===== src/rtl/ocu_pkg.sv =====
package ocu_pkg;
  typedef enum logic [1:0] {
    MODE_SINGLE = 2'b00,
    MODE_DUAL   = 2'b01,
    MODE_UD_HI  = 2'b10,
    MODE_UD_LO  = 2'b11
  } ocu_mode_e;
endpackage


===== src/rtl/ocu_cmp_buf.sv =====
module ocu_cmp_buf #(
  parameter int CW = 16
) (
  input  logic          clk_i,
  input  logic          rst_ni,
  input  logic          wr_en_i,
  input  logic [CW-1:0] wr_data_i,
  input  logic          buf_en_i,
  input  logic          xfer_peak_i,
  input  logic          zero_i,
  input  logic          peak_i,
  output logic [CW-1:0] cmp_o
);
  logic [CW-1:0] shadow_q;
  logic [CW-1:0] active_q;
  logic          xfer_ev;

  assign xfer_ev = buf_en_i & (xfer_peak_i ? peak_i : zero_i);

  always_ff @(posedge clk_i or negedge rst_ni) begin
    if (!rst_ni) begin
      shadow_q <= '0;
    end else if (wr_en_i) begin
      shadow_q <= wr_data_i;
    end
  end

  // a write in the transfer cycle wins over the older shadow
  always_ff @(posedge clk_i or negedge rst_ni) begin
    if (!rst_ni) begin
      active_q <= '0;
    end else if (wr_en_i && !buf_en_i) begin
      active_q <= wr_data_i;
    end else if (xfer_ev) begin
      active_q <= wr_en_i ? wr_data_i : shadow_q;
    end
  end

  assign cmp_o = active_q;

  AST_UNBUF_LOAD: assert property (@(posedge clk_i) disable iff (!rst_ni)
    (wr_en_i && !buf_en_i) |=> (cmp_o == $past(wr_data_i)));

  AST_BUF_HOLD: assert property (@(posedge clk_i) disable iff (!rst_ni)
    (buf_en_i && !(xfer_peak_i ? peak_i : zero_i)) |=> $stable(cmp_o));
endmodule


===== src/rtl/ocu_wave_ch.sv =====
module ocu_wave_ch
  import ocu_pkg::*;
#(
  parameter int CW = 16
) (
  input  logic          clk_i,
  input  logic          rst_ni,
  input  ocu_mode_e     mode_i,
  input  logic [CW-1:0] cnt_i,
  input  logic          cnt_up_i,
  input  logic          peak_i,
  input  logic [CW-1:0] cmp_i,
  input  logic          match_other_i,
  output logic          match_o,
  output logic          wave_o
);
  localparam logic [CW-1:0] MAXV = {CW{1'b1}};

  logic act_q;
  logic act_d;
  logic ud;
  logic lo_sat;
  logic hi_sat;
  logic hit;

  assign match_o = (cnt_i == cmp_i);
  assign ud      = mode_i[1];
  assign lo_sat  = (cmp_i == '0);
  assign hi_sat  = (cmp_i == MAXV);
  assign hit     = match_o | ((mode_i == MODE_DUAL) & match_other_i);

  always_comb begin
    act_d = act_q;
    if (!ud) begin
      act_d = act_q ^ hit;
    end else if (lo_sat) begin
      act_d = 1'b1;
    end else if (hi_sat) begin
      act_d = 1'b0;
    end else if (match_o && !peak_i) begin
      act_d = cnt_up_i;
    end
  end

  always_ff @(posedge clk_i or negedge rst_ni) begin
    if (!rst_ni) act_q <= 1'b0;
    else         act_q <= act_d;
  end

  assign wave_o = act_q ^ (mode_i == MODE_UD_LO);

  AST_SAT_LO: assert property (@(posedge clk_i) disable iff (!rst_ni)
    (ud && lo_sat) |=> act_q);

  AST_SAT_HI: assert property (@(posedge clk_i) disable iff (!rst_ni)
    (ud && hi_sat) |=> !act_q);

  AST_PEAK_HOLD: assert property (@(posedge clk_i) disable iff (!rst_ni)
    (ud && !lo_sat && !hi_sat && peak_i) |=> $stable(act_q));

  AST_TGL_IDLE: assert property (@(posedge clk_i) disable iff (!rst_ni)
    (!ud && (cnt_i != cmp_i) && !((mode_i == MODE_DUAL) && match_other_i))
      |=> $stable(act_q));
endmodule


===== src/rtl/ocu_wave_gen.sv =====
module ocu_wave_gen
  import ocu_pkg::*;
#(
  parameter int CW = 16
) (
  input  logic          clk_i,
  input  logic          rst_ni,
  input  logic [CW-1:0] cnt_i,
  input  logic          cnt_up_i,
  input  logic          zero_i,
  input  logic          peak_i,
  input  logic [1:0]    mode0_i,
  input  logic [1:0]    mode1_i,
  input  logic [1:0]    buf_en_i,
  input  logic [1:0]    xfer_peak_i,
  input  logic [1:0]    wr_en_i,
  input  logic [CW-1:0] wr_data0_i,
  input  logic [CW-1:0] wr_data1_i,
  output logic          rt0_o,
  output logic          rt1_o
);
  localparam int NCH = 2;

  logic [CW-1:0] wr_data [NCH];
  logic [CW-1:0] cmp     [NCH];
  logic [NCH-1:0] match;
  ocu_mode_e mode_ch0;
  ocu_mode_e mode_ch1;

  assign wr_data[0] = wr_data0_i;
  assign wr_data[1] = wr_data1_i;

  // two-change on ch1 ties ch0 to single-change; 01 on ch0 is single-change
  assign mode_ch1 = ocu_mode_e'(mode1_i);
  assign mode_ch0 = (mode_ch1 == MODE_DUAL || mode0_i == 2'b01) ?
                    MODE_SINGLE : ocu_mode_e'(mode0_i);

  for (genvar c = 0; c < NCH; c++) begin : g_cmp
    ocu_cmp_buf #(.CW(CW)) u_cmp (
      .clk_i       (clk_i),
      .rst_ni      (rst_ni),
      .wr_en_i     (wr_en_i[c]),
      .wr_data_i   (wr_data[c]),
      .buf_en_i    (buf_en_i[c]),
      .xfer_peak_i (xfer_peak_i[c]),
      .zero_i      (zero_i),
      .peak_i      (peak_i),
      .cmp_o       (cmp[c])
    );
  end

  ocu_wave_ch #(.CW(CW)) u_ch0 (
    .clk_i         (clk_i),
    .rst_ni        (rst_ni),
    .mode_i        (mode_ch0),
    .cnt_i         (cnt_i),
    .cnt_up_i      (cnt_up_i),
    .peak_i        (peak_i),
    .cmp_i         (cmp[0]),
    .match_other_i (1'b0),
    .match_o       (match[0]),
    .wave_o        (rt0_o)
  );

  ocu_wave_ch #(.CW(CW)) u_ch1 (
    .clk_i         (clk_i),
    .rst_ni        (rst_ni),
    .mode_i        (mode_ch1),
    .cnt_i         (cnt_i),
    .cnt_up_i      (cnt_up_i),
    .peak_i        (peak_i),
    .cmp_i         (cmp[1]),
    .match_other_i (match[0]),
    .match_o       (match[1]),
    .wave_o        (rt1_o)
  );

  AST_DUAL_TGL: assert property (@(posedge clk_i) disable iff (!rst_ni)
    (mode1_i == 2'b01 && (cnt_i == cmp[0]) && (mode1_i == $past(mode1_i)))
      |=> (rt1_o != $past(rt1_o)) || (mode1_i != $past(mode1_i)));

  AST_CH0_TIED: assert property (@(posedge clk_i) disable iff (!rst_ni)
    (mode1_i == 2'b01 && cnt_i != cmp[0] && $stable(mode1_i))
      |=> $stable(rt0_o) || (mode1_i != $past(mode1_i)));
endmodule


===== config.mk =====
export PLATFORM = sky130hd
export DESIGN_NAME = ocu_wave_gen
export DESIGN_NICKNAME = d
export VERILOG_FILES = /design/src/rtl/ocu_pkg.sv /design/src/rtl/ocu_cmp_buf.sv /design/src/rtl/ocu_wave_ch.sv /design/src/rtl/ocu_wave_gen.sv
export SDC_FILE = /design/constraint.sdc
export NUM_CORES = 1
export LEC_CHECK = 0
export CAP_MARGIN = 30
export CORE_ASPECT_RATIO = 1.2
export CORE_MARGIN = 3
export CORE_UTILIZATION = 57
export CTS_BUF_LIST = sky130_fd_sc_hd__clkbuf_4 sky130_fd_sc_hd__clkbuf_8
export CTS_CLUSTER_DIAMETER = 120
export CTS_CLUSTER_SIZE = 8
export DETAILED_ROUTE_END_ITERATION = 12
export PLACE_DENSITY = 0.88
export SYNTH_ARGS = -nofsm -noshare
export SYNTH_HDL_FRONTEND = slang
export SYNTH_SLANG_ARGS = --single-unit

===== constraint.sdc =====
create_clock -name clk_i -period 3.2 [get_ports clk_i]
set_input_delay 0.64 -clock clk_i [delete_from_list [all_inputs] [get_ports clk_i]]
set_output_delay 0.64 -clock clk_i [all_outputs]
set_load 0.005 [all_outputs]

==> results.md, run 1 <==
* Critical path fanouts, max at 5
* Number of cells on the critical path at 6
* Setup Crit Path Kind: input port to output port
* Diodes inserted at 0
* Syn avg cell area at about 14 um2
* Register area at 1650 um2
* MaxCap Viol Count at 0
* Top FF cell, synth: dfrtp_1
* Leak at 0.00159 uW
* Vias at 2022
* Rows at 28
* # IOs at 65
* Residual DRC count at 0
* Rel. slew slack at 49.1%
* Gate Count Post-Synth at 226
* Port Buf Inserts at 64
* Clock root cell: clkbuf_8
* CTS H-tree lvls at 3
* DP Area at roughly 3800 um2
* Initial antenna violation count at 0
* Die width at approximately 73 um
* Iteration-0 DRC Markers at between 70 and 80
* Post-synth ARST share at 100%
* Worst-Margin Slew at about 0.76 ns
* Setup bufs post-CTS at 0
* CP delay by family, top: buffers and inverters
* Area of the mapped netlist at 3080 um2
* Layout area overhead at 30.4%
* Post-CTS Hold Buffers at 0
* Yosys reg bits at 66
* Power per cell area at 557 nW/um2
* Clock Latency Late Sink at ~0.33 ns
* Post-synth top area share at 53.6%
* Area of the multi-input gates at 1390 um2
* Post-detail-place hpwl at 4890 um
* FMAX at 345 MHz
* CP required at 2.56 ns
* Endpoints failing setup at 0
* Worst Hold Class: input port to asynchronous set/reset pin
* Chip height at 86.5 um
* Routed len/inst at between 15 and 20 um
* Vias per cell at roughly 5.6
* Total Power at 2240 uW
* Largest net degree at the start of global routing at 33
* CTS buffer count at 9
* Drt first pass iters at 4
* Status: finished, final reports clean
* Crit path buf inv count at 3
* CP dominant cell by count: clkdlybuf4s50_1
* Layout Utilization at between 70% and 80%
* Slowest cell delay on critical path at roughly 0.51 ns
* Max clock buf depth at 2
* Initial Util at between 60% and 70%
* RSZ-0062 raised after global routing: false
* CP Data Arrival Time at 2.25 ns
* CP Launch Type: input port
* Main area contributors after synthesis: dfrtp_1 54%, mux2_1 12%, mux2_2 12%
* Core Area at 5080 um2
* Post-Route Skew at 0.00534 ns
* Logic pwr share at 17.5%
* GRT Total Usage at 22.6%
* Detail Route Antenna Nets at 0
* Crit-path cells: clkdlybuf4s50_1 -> inv_1 -> a21boi_1 -> nand2_1 -> xnor2_1 -> clkdlybuf4s50_1
* Sequential share of the synthesized area at a little over half
* Fillcell total at 325
* Crit path max-delay cell type: clkdlybuf4s50_1
* Nets@finish at 362
* CTS Sinks at 66
* Vias in the first global route at 2173
* Post-CTS sizing at 0
* Switching Fraction at 24.5%
* First-pass GRT wire length at 10600 um
* Worst-path clk slew at around 0.060 ns
* R2R depth at 6
* CTS tree: done
* Pint at 1690 uW
* Share of post-route cells with drive strength above 1 at 18.8%
* Flop pwr share at 47.3%
* Ys Warns at 0
* Die area at 6320 um2
* Final worst-path cycle share at 90.5%
* GP Congestion at 0.855
* Final WL at 6370 um
* Setup TNS at 0 ns
* Cell area after layout at 4020 um2
* Cell accounting for the most synthesized area: dfrtp_1
* CP Capture Type: output port
* Tmin final at 2.89 ns
* Peak supply drop at 0.453 mV
* Max Transition Viols Final at 0
* Hold Fails Final Rpt at 0
* Switching pwr at around 550 uW
* Total congestion overflow at 0
* Post-synth EDFFs at 0
* Clock share of power at 35.1%
* Synth cell types at 24
* Mapped Nets at 289
==> power by group through the flow <==
stage,Combinational [uW],Clock [uW],Sequential [uW]
floorplan,244,0,1040
finish,392,785,1060
CTS,399,800,1060
global placement,379,0,1070
global route,432,846,1070
detailed placement,395,0,1070
==> synthesized netlist by cell type (all sizes together), types with 2 or more instances <==
library cell / n
o21ai: 5
nor4: 12
inv: 3
nand4: 17
a21oi: 2
buf: 6
xnor2: 35
nand2: 5
mux2: 64
o31ai: 2
mux2i: 2
dfrtp: 66
==> worst register-to-register path, cell delays in order (launching register included) <==
cell and delay (ns):
dfrtp_1 0.42, xnor2_1 0.19, nand4_1 0.15, nor4_4 0.40, a21oi_1 0.14, xor2_1 0.16, o21ai_1 0.14
==> per-stage QoR <==
step           std cells  setup slack [ns]  hold WS, ns
5_1_grt              363             0.143       0.0887
2_1_floorplan        226              1.40        0.344
6_report             363             0.306        0.101
3_5_place_dp         348             0.310        0.453
4_1_cts              363             0.303       0.0881
3_3_place_gp         348             0.330        0.454
==> routing by layer <==
| metal | GRT usage [%] | up-vias | wire length [um] |
|---|---|---|---|
| li1 | - | 967 | - |
| met1 | 28.0 | 981 | 2630 |
| met2 | 36.6 | 60 | 3210 |
| met3 | 7.54 | 14 | 387 |
| met4 | 8.39 | 0 | 142 |
| met5 | 0 | - | 0 |
==> layout make-up <==
cell class                      instances  area share [%]
Inverter                                3           0.280
Sequential cell                        66            41.1
Timing Repair Buffer                   68            16.6
Multi-Input combinational cell        151            34.5
Clock inverter                          2            1.50
Clock buffer                           13            4.14
Tap cell                               60            1.87
==> kinds of logic (layout without fill, tap and decap cells) <==
kind of cell	count (synthesis)	in the layout	synth area share, %
xor gates and xnor gates	36	36	10.2
and+or+nand+nor	38	38	8.33
buffers and inverters	9	86	1.34
DFF	66	66	53.6
muxes	66	66	24.1
AOI/OAI and AO/OA	11	11	2.40
==> worst paths after layout <==
check	slack (ns)	to	from
max in group asynchronous	2.50	g_cmp[1].u_cmp.cmp_o[6]	rst_ni
setup reg to reg	1.52	u_ch1.act_q	g_cmp[0].u_cmp.cmp_o[6]
min in group clk_i	0.48	g_cmp[1].u_cmp.shadow_q[10]	g_cmp[1].u_cmp.shadow_q[10]
hold reg to reg	0.48	g_cmp[1].u_cmp.shadow_q[10]	g_cmp[1].u_cmp.shadow_q[10]
hold / removal	0.10	g_cmp[0].u_cmp.shadow_q[12]	rst_ni
setup / recovery	0.31	rt0_o	mode1_i[1]
==> cells in the final DEF (no fill, tap or decap) <==
master	instances
a21boi_1	1
a21oi_1	2
a32oi_1	1
and3_2	1
and4_1	1
and4bb_1	1
buf_2	1
buf_4	4
bufinv_16	2
clkbuf_4	2
clkbuf_8	11
clkdlybuf4s50_1	63
dfrtp_1	66
inv_1	3
mux2_1	32
mux2_2	32
mux2i_1	2
nand2_1	5
nand2b_1	1
nand4_1	17
nor4_1	10
nor4_2	1
nor4_4	1
o21ai_0	1
o21ai_1	2
o21ai_2	2
o31ai_1	2
xnor2_1	35
xor2_1	1
==> registers in the layout, indices dropped and copies added (netlist names) <==
name                  cells
g_cmp.u_cmp.cmp_o        32
u_ch0.act_q               1
u_ch1.act_q               1
g_cmp.u_cmp.shadow_q     32
No activity file was read; power rests on OpenSTA's default activity.
==> inputs of run 2 (changes only) <==
--- a/config.mk
+++ b/config.mk
@@ -5,7 +5,6 @@
 export SDC_FILE = /design/constraint.sdc
 export NUM_CORES = 1
 export LEC_CHECK = 0
-export CAP_MARGIN = 30
 export CORE_ASPECT_RATIO = 1.2
 export CORE_MARGIN = 3
 export CORE_UTILIZATION = 57
==> results of run 2 <==
No change in the layout: final DEF, timing and power equal those of run 1.
==> inputs of run 3 (changes only) <==
--- a/config.mk
+++ b/config.mk
@@ -5,6 +5,7 @@
 export SDC_FILE = /design/constraint.sdc
 export NUM_CORES = 1
 export LEC_CHECK = 0
+export CAP_MARGIN = 0
 export CORE_ASPECT_RATIO = 1.2
 export CORE_MARGIN = 3
 export CORE_UTILIZATION = 57
==> results of run 3 <==
No change in the layout: final DEF, timing and power equal those of run 1.
